--- config.mk ---
export PLATFORM = sky130hd
export DESIGN_NAME = simon64_otf_enc
export DESIGN_NICKNAME = d
export VERILOG_FILES = /design/src/rtl/simon64_pkg.sv /design/src/rtl/simon_ctrl.sv /design/src/rtl/simon_key_sched.sv /design/src/rtl/simon_round_dp.sv /design/src/rtl/simon64_otf_enc.sv
export SDC_FILE = /design/constraint.sdc
export NUM_CORES = 1
export LEC_CHECK = 0
export BUFFER_PORTS_ARGS = -buffer_cell sky130_fd_sc_hd__buf_2
export CAP_MARGIN = 20
export CELL_PAD_IN_SITES_DETAIL_PLACEMENT = 0
export CELL_PAD_IN_SITES_GLOBAL_PLACEMENT = 1
export CORE_ASPECT_RATIO = 1.5
export CORE_MARGIN = 1
export CORE_UTILIZATION = 25
export CTS_CLUSTER_SIZE = 40
export DETAILED_ROUTE_END_ITERATION = 6
export GPL_ROUTABILITY_DRIVEN = 0
export PLACE_DENSITY_LB_ADDON = 0.25
export SYNTH_ARGS = -nofsm -noshare
export SYNTH_HDL_FRONTEND = slang
export SYNTH_SLANG_ARGS = --single-unit
--- constraint.sdc ---
create_clock -name clk -period 3 [get_ports clk]
set_clock_uncertainty 0.05 [all_clocks]
set_input_delay 0.15 -clock clk [delete_from_list [all_inputs] [get_ports clk]]
set_output_delay 0.15 -clock clk [all_outputs]
set_load 0.03 [all_outputs]
--- src/rtl/simon64_pkg.sv ---
package simon64_pkg;

  localparam int unsigned HALF_W  = 32;
  localparam int unsigned KWORDS  = 4;
  localparam int unsigned SEQ_LEN = 62;

  typedef logic [HALF_W-1:0] word_t;

  // constant sequence, bit i is the value used when deriving word i+4
  localparam logic [SEQ_LEN-1:0] Z_SEQ  = 62'h3C2CE51207A635DB;
  localparam word_t              K_BASE = 32'hFFFF_FFFC;

  function automatic word_t rotl(word_t v, int unsigned s);
    return (v << s) | (v >> (HALF_W - s));
  endfunction

  function automatic word_t rotr(word_t v, int unsigned s);
    return (v >> s) | (v << (HALF_W - s));
  endfunction

  // new left word of one round
  function automatic word_t round_mix(word_t l, word_t r, word_t k);
    return r ^ (rotl(l, 1) & rotl(l, 8)) ^ rotl(l, 2) ^ k;
  endfunction

  function automatic logic seq_bit(int unsigned idx);
    logic [5:0] pos;
    pos = 6'(idx % SEQ_LEN);
    return Z_SEQ[pos];
  endfunction

  // next key word from the oldest, second and newest words
  function automatic word_t key_extend(word_t k0, word_t k1, word_t k3, logic zb);
    word_t t;
    t = rotr(k3, 3) ^ k1;
    return K_BASE ^ {{(HALF_W-1){1'b0}}, zb} ^ k0 ^ t ^ rotr(t, 1);
  endfunction

endpackage

--- src/rtl/simon_ctrl.sv ---
module simon_ctrl #(
  parameter int unsigned ROUNDS = 44,
  parameter int unsigned CNT_W  = $clog2(ROUNDS)
) (
  input  logic             clk,
  input  logic             rst_n,
  input  logic             start_i,
  output logic             load_o,
  output logic             step_o,
  output logic             last_o,
  output logic [CNT_W-1:0] round_o,
  output logic             busy_o,
  output logic             done_o
);

  localparam logic [CNT_W-1:0] LAST_RND = CNT_W'(ROUNDS - 1);

  typedef enum logic {ST_IDLE, ST_RUN} st_t;

  st_t              st_q;
  logic [CNT_W-1:0] cnt_q;
  logic             done_q;

  assign load_o  = start_i && (st_q == ST_IDLE);
  assign step_o  = (st_q == ST_RUN);
  assign last_o  = step_o && (cnt_q == LAST_RND);
  assign round_o = cnt_q;
  assign busy_o  = step_o;
  assign done_o  = done_q;

  always_ff @(posedge clk or negedge rst_n) begin
    if (!rst_n) begin
      st_q   <= ST_IDLE;
      cnt_q  <= '0;
      done_q <= 1'b0;
    end else begin
      done_q <= last_o;
      if (load_o) begin
        st_q  <= ST_RUN;
        cnt_q <= '0;
      end else if (last_o) begin
        st_q <= ST_IDLE;
      end else if (step_o) begin
        cnt_q <= cnt_q + 1'b1;
      end
    end
  end

  assert_accept_R2: assert property (@(posedge clk) disable iff (!rst_n)
    (start_i && !busy_o) |=> busy_o);
  assert_cnt_range_R3: assert property (@(posedge clk) disable iff (!rst_n)
    busy_o |-> (cnt_q <= LAST_RND));
  assert_first_round_R3: assert property (@(posedge clk) disable iff (!rst_n)
    load_o |=> (busy_o && cnt_q == '0));
  assert_done_pulse_R4: assert property (@(posedge clk) disable iff (!rst_n)
    done_o |=> !done_o);
  assert_done_idle_R4: assert property (@(posedge clk) disable iff (!rst_n)
    done_o |-> !busy_o);
  assert_ignore_start_R7: assert property (@(posedge clk) disable iff (!rst_n)
    (busy_o && !last_o) |=> (busy_o && cnt_q == $past(cnt_q) + 1'b1));

endmodule

--- src/rtl/simon_key_sched.sv ---
module simon_key_sched
  import simon64_pkg::*;
#(
  parameter int unsigned CNT_W = 6
) (
  input  logic                     clk,
  input  logic                     rst_n,
  input  logic                     load_i,
  input  logic                     step_i,
  input  logic [KWORDS*HALF_W-1:0] key_i,
  input  logic [CNT_W-1:0]         round_i,
  output word_t                    rk_o
);

  word_t kq [KWORDS];
  word_t k_new;
  logic  zb;

  assign zb    = seq_bit(int'(round_i));
  assign k_new = key_extend(kq[0], kq[1], kq[KWORDS-1], zb);
  assign rk_o  = kq[0];

  for (genvar j = 0; j < KWORDS; j++) begin : g_kw
    always_ff @(posedge clk or negedge rst_n) begin
      if (!rst_n) begin
        kq[j] <= '0;
      end else if (load_i) begin
        kq[j] <= key_i[j*HALF_W +: HALF_W];
      end else if (step_i) begin
        if (j == KWORDS-1) kq[j] <= k_new;
        else               kq[j] <= kq[(j+1) % KWORDS];
      end
    end
  end

  assert_key_shift_R6: assert property (@(posedge clk) disable iff (!rst_n)
    (step_i && !load_i) |=> (kq[0] == $past(kq[1])));
  assert_key_hold_R6: assert property (@(posedge clk) disable iff (!rst_n)
    (!step_i && !load_i) |=> $stable(kq[0]));

endmodule

--- src/rtl/simon_round_dp.sv ---
module simon_round_dp
  import simon64_pkg::*;
(
  input  logic                  clk,
  input  logic                  rst_n,
  input  logic                  load_i,
  input  logic                  step_i,
  input  logic [2*HALF_W-1:0]   pt_i,
  input  word_t                 rk_i,
  output logic [2*HALF_W-1:0]   state_o
);

  word_t left_q, right_q;
  word_t left_nx;

  assign left_nx = round_mix(left_q, right_q, rk_i);
  assign state_o = {left_q, right_q};

  always_ff @(posedge clk or negedge rst_n) begin
    if (!rst_n) begin
      left_q  <= '0;
      right_q <= '0;
    end else if (load_i) begin
      left_q  <= pt_i[2*HALF_W-1:HALF_W];
      right_q <= pt_i[HALF_W-1:0];
    end else if (step_i) begin
      left_q  <= left_nx;
      right_q <= left_q;
    end
  end

  assert_swap_R5: assert property (@(posedge clk) disable iff (!rst_n)
    (step_i && !load_i) |=> (right_q == $past(left_q)));
  assert_hold_R8: assert property (@(posedge clk) disable iff (!rst_n)
    (!step_i && !load_i) |=> $stable(state_o));

endmodule

--- src/rtl/simon64_otf_enc.sv ---
module simon64_otf_enc
  import simon64_pkg::*;
#(
  parameter int unsigned ROUNDS = 44,
  parameter int unsigned CNT_W  = $clog2(ROUNDS)
) (
  input  logic         clk,
  input  logic         rst_n,
  input  logic         start_i,
  input  logic [63:0]  plaintext_i,
  input  logic [127:0] key_i,
  output logic         busy_o,
  output logic         done_o,
  output logic [63:0]  ciphertext_o
);

  logic             load_w, step_w, last_w;
  logic [CNT_W-1:0] round_w;
  word_t            rk_w;

  simon_ctrl #(.ROUNDS(ROUNDS), .CNT_W(CNT_W)) u_ctrl (
    .clk     (clk),
    .rst_n   (rst_n),
    .start_i (start_i),
    .load_o  (load_w),
    .step_o  (step_w),
    .last_o  (last_w),
    .round_o (round_w),
    .busy_o  (busy_o),
    .done_o  (done_o)
  );

  simon_key_sched #(.CNT_W(CNT_W)) u_keys (
    .clk     (clk),
    .rst_n   (rst_n),
    .load_i  (load_w),
    .step_i  (step_w),
    .key_i   (key_i),
    .round_i (round_w),
    .rk_o    (rk_w)
  );

  simon_round_dp u_dp (
    .clk     (clk),
    .rst_n   (rst_n),
    .load_i  (load_w),
    .step_i  (step_w),
    .pt_i    (plaintext_i),
    .rk_i    (rk_w),
    .state_o (ciphertext_o)
  );

  assert_done_follows_last_R3: assert property (@(posedge clk) disable iff (!rst_n)
    last_w |=> done_o);
  assert_no_spurious_done_R3: assert property (@(posedge clk) disable iff (!rst_n)
    !last_w |=> !done_o);

endmodule

==> out/metrics.json <==
{
  "status": {"value": "complete, no violations"},
  "critical_path_fanout_max": {"value": 12},
  "final-instance-count-excl-fill": {"value": 2154},
  "slew_headroom": {"value": 42.1, "unit": "%"},
  "whs": {"value": 0.125, "unit": "ns"},
  "root_buffer": {"value": "sky130_fd_sc_hd__clkbuf_16"},
  "preCtsSetupSlack": {"value": 0.363, "unit": "ns"},
  "timing.critical_path.to_type": {"value": "flop"},
  "timing_worst_slew_pin_value": {"value": 0.869, "unit": "ns"},
  "period_minus_slack": {"value": 2.66, "unit": "ns"},
  "setup_total_negative_slack": {"value": 0, "unit": "ns"},
  "hpwlAfterDp": {"value": 26.6, "unit": "mm"},
  "hold_violations": {"value": 0},
  "timing.hold.worst.class": {"value": "in -> reg"},
  "number_of_synthesized_register_bits": {"value": 200},
  "design.core.area": {"value": 0.0441, "unit": "mm²"},
  "synth.cell_area": {"value": 0.0113, "unit": "mm²"},
  "ant_nets": {"value": 0},
  "io-pin-count": {"value": 261},
  "final.period_utilization": {"value": 88.7, "unit": "%"},
  "post_route_cells_drive_above_1_share": {"value": 19.7, "unit": "%"},
  "routed_wire_length_per_instance": {"value": 17.2, "unit": "µm"},
  "post_synth_xor_area_fraction": {"value": 14.9, "unit": "%"},
  "port-buffer-count": {"value": 260},
  "mux_contribution_to_synthesized_area": {"value": 15.2, "unit": "%"},
  "ys_types": {"value": 46},
  "gr-usage-all-layers": {"value": 16.3, "unit": "%"},
  "detailedRoute.firstPassIterationCount": {"value": 5},
  "totalPowerFinal": {"value": 18.7, "unit": "mW"},
  "fp.dieW": {"value": 175, "unit": "µm"},
  "top_post_synthesis_cells_by_count": {"value": "206 x sky130_fd_sc_hd__nand2_1, 200 x sky130_fd_sc_hd__dfrtp_1, 189 x sky130_fd_sc_hd__xnor2_1"},
  "cellLeakagePower": {"value": 7.19, "unit": "nW"},
  "numCtsBuffers": {"value": 17},
  "synth_top_family_by_area": {"value": "multiplexers"},
  "cts_sinks": {"value": 200},
  "grt_pass1_vias": {"value": 9428},
  "grt_remaining_overflow": {"value": 0},
  "avgViaCountPerCell": {"value": 4.40},
  "synth_compound_gate_area_share": {"value": 12.0, "unit": "%"},
  "grt_start_max_net_pins": {"value": 117},
  "grt_pass1_wl": {"value": 56.3, "unit": "mm"},
  "synth.top_cells.by_area": {"value": "sky130_fd_sc_hd__dfrtp_1 44%, sky130_fd_sc_hd__mux2i_1 15%, sky130_fd_sc_hd__xnor2_1 15%"},
  "final_cell_area": {"value": 0.0156, "unit": "mm²"},
  "antenna_found_initial": {"value": 5},
  "yosysTopAreaCell": {"value": "sky130_fd_sc_hd__dfrtp_1"},
  "synth_largest_type_area_fraction": {"value": 44.5, "unit": "%"},
  "critical_path_arrival": {"value": 2.98, "unit": "ns"},
  "vdd_ir_drop_max": {"value": 0.332, "unit": "mV"},
  "power_per_cell_area": {"value": 1200, "unit": "mW/mm²"},
  "numPlacedInstances": {"value": 1930},
  "worst_skew_pair.late_latency": {"value": 0.45, "unit": "ns"},
  "rsz0062_at_grt": {"value": "no"},
  "mappedNetlistNets": {"value": 1353},
  "vias": {"value": 9480},
  "cell_count_after_synthesis": {"value": 1153},
  "asyncSetResetFlopFracSynth": {"value": 100, "unit": "%"},
  "setup.worst_path.start_class": {"value": "flop"},
  "drv_slew": {"value": 0},
  "clkTransAtPathRegs": {"value": 0.07, "unit": "ns"},
  "timing.final.ws_setup": {"value": 0.339, "unit": "ns"},
  "placed_cell_area": {"value": 0.0132, "unit": "mm²"},
  "synth_fa_ha_area_share": {"value": 0.556, "unit": "%"},
  "setup.worst_path.class": {"value": "reg -> reg"},
  "first_drt_iteration_drcs": {"value": 450},
  "totalWireLength": {"value": 37.1, "unit": "mm"},
  "final-setup-viol-count": {"value": 0},
  "endpoint_required_time_on_the_critical_path": {"value": 3.32, "unit": "ns"},
  "synth.most_common_cell": {"value": "sky130_fd_sc_hd__nand2_1"},
  "edff_count_synth": {"value": 0},
  "synth_seq_area_share": {"value": 44.5, "unit": "%"},
  "clock_tree_from_tritoncts": {"value": "yes"},
  "register_to_register_path_depth": {"value": 10},
  "post_synth.cell_area_avg": {"value": 9.76, "unit": "µm²"},
  "cap_violations": {"value": 0},
  "yosysWarningCount": {"value": 0},
  "clock_tree.buffer_depth": {"value": 2},
  "ys_dominant_reg_cell": {"value": "sky130_fd_sc_hd__dfrtp_1"},
  "drc": {"value": 0},
  "finish.net_count": {"value": 1765},
  "hold_crit_depth": {"value": 4},
  "flow.area_growth_from_synthesis": {"value": 38.9, "unit": "%"},
  "post_cts.resized_instances": {"value": 0},
  "fmaxAchievable": {"value": 376, "unit": "MHz"},
  "chipHeight": {"value": 262, "unit": "µm"},
  "ctsHtreeMaxLevel": {"value": 4},
  "utilization": {"value": 35.5, "unit": "%"},
  "number_of_placement_rows": {"value": 94},
  "starting_density_of_the_core": {"value": 25.5, "unit": "%"},
  "post_synthesis_share_of_cell_area_spent_on_and_or_nand_and_nor_gates": {"value": 9.78, "unit": "%"},
  "die_area": {"value": 0.0459, "unit": "mm²"}
}
flip-flops by register name (all words and copies together), names as in the netlist:
name and flops:
u_ctrl.round_o 6, u_keys.kq 96, u_ctrl.busy_o 1, u_dp.left_q 32
u_dp.right_q 32, u_ctrl.done_o 1, u_keys.rk_o 32
critical path, stage by stage (launching register included):
cell and delay (ns):
sky130_fd_sc_hd__dfrtp_1 0.52, sky130_fd_sc_hd__ha_1 0.30, sky130_fd_sc_hd__nor2b_1 0.15, sky130_fd_sc_hd__mux2i_2 0.27
sky130_fd_sc_hd__inv_2 0.08, sky130_fd_sc_hd__ha_1 0.28, sky130_fd_sc_hd__inv_1 0.04, sky130_fd_sc_hd__mux4_2 0.43
sky130_fd_sc_hd__a2bb2oi_1 0.15, sky130_fd_sc_hd__o311ai_1 0.11, sky130_fd_sc_hd__nor3b_2 0.19
cell usage in the layout, fill, tap and decap left out, types with 4 or more instances in the layout:
master                          netlist  routed
sky130_fd_sc_hd__o21ai_0            170     170
sky130_fd_sc_hd__clkbuf_1            50       5
sky130_fd_sc_hd__clkbuf_16            0      17
sky130_fd_sc_hd__buf_4                1       8
sky130_fd_sc_hd__nor2_1               6       6
sky130_fd_sc_hd__dlygate4sd3_1        0     192
sky130_fd_sc_hd__a211oi_1            26      26
sky130_fd_sc_hd__dfrtp_1            200     199
sky130_fd_sc_hd__xnor2_1            189     189
sky130_fd_sc_hd__mux2i_1            166     166
sky130_fd_sc_hd__buf_12               0       7
sky130_fd_sc_hd__a21oi_1             32      32
sky130_fd_sc_hd__ha_1                 5       5
sky130_fd_sc_hd__inv_1                6       6
sky130_fd_sc_hd__nand3_1              4       4
sky130_fd_sc_hd__nand2_1            206     206
sky130_fd_sc_hd__nor2b_1             28      28
sky130_fd_sc_hd__buf_2               16     258
final cells by class:
cell class,instances,area (µm²)
well taps,576,721
diodes,1,2.50
clock buffers,25,485
clock inverters,6,42.5
repair buffers,467,3440
inverters,7,26.3
flip-flops and latches,200,5010
multi-input cells,872,5910
fillers,4559,28500
per-layer routing:
layer	track usage [%]	up-vias	share of wire (%)
li1	-	4755	-
met1	20.4	4512	45
met3	2.95	29	3.2
met4	4.08	8	1.4
met5	0	-	0.13
met2	28.8	176	51
worst paths after layout:
kind	start	end	slack (ns)
worst max register to register	u_ctrl.round_o[1]$_DFFE_PN0P_	u_keys.kq[0]$_DFFE_PN0P_	0.34
worst min-delay path	key_i[96]	u_keys.kq[0]$_DFFE_PN0P_	0.12
max in group asynchronous	rst_n	u_keys.kq[43]$_DFFE_PN0P_	1.75
worst max-delay path	u_ctrl.round_o[1]$_DFFE_PN0P_	u_keys.kq[0]$_DFFE_PN0P_	0.34
worst min register to register	u_keys.kq[58]$_DFFE_PN0P_	u_keys.kq[90]$_DFFE_PN0P_	0.43
min in group asynchronous	rst_n	u_keys.kq[52]$_DFFE_PN0P_	0.22
logic make-up (layout without fill, tap and decap cells):
group                    count (synthesis)  in the layout
AND/OR/NAND/NOR                        260            260
multiplexers                           169            169
flip-flops                             200            200
buffers and inverters                   81            505
AO/OA/AOI/OAI                          246            246
adder cells (fa/ha/maj)                  5              5
XOR/XNOR                               192            192
other                                    0              1
power breakdown:
group | internal (mW) | leakage [nW] | switching (mW)
clock | 1.13 | 0.254 | 1.10
sequential | 4.26 | 2.34 | 2.09
combinational | 5.05 | 4.60 | 5.08
repair_timing:
action                    4_1_cts  5_1_grt
hold endpoints to repair      265        0
setup buffers                   0        0
hold buffers                  192        0
(Power assumes the default switching activity.)
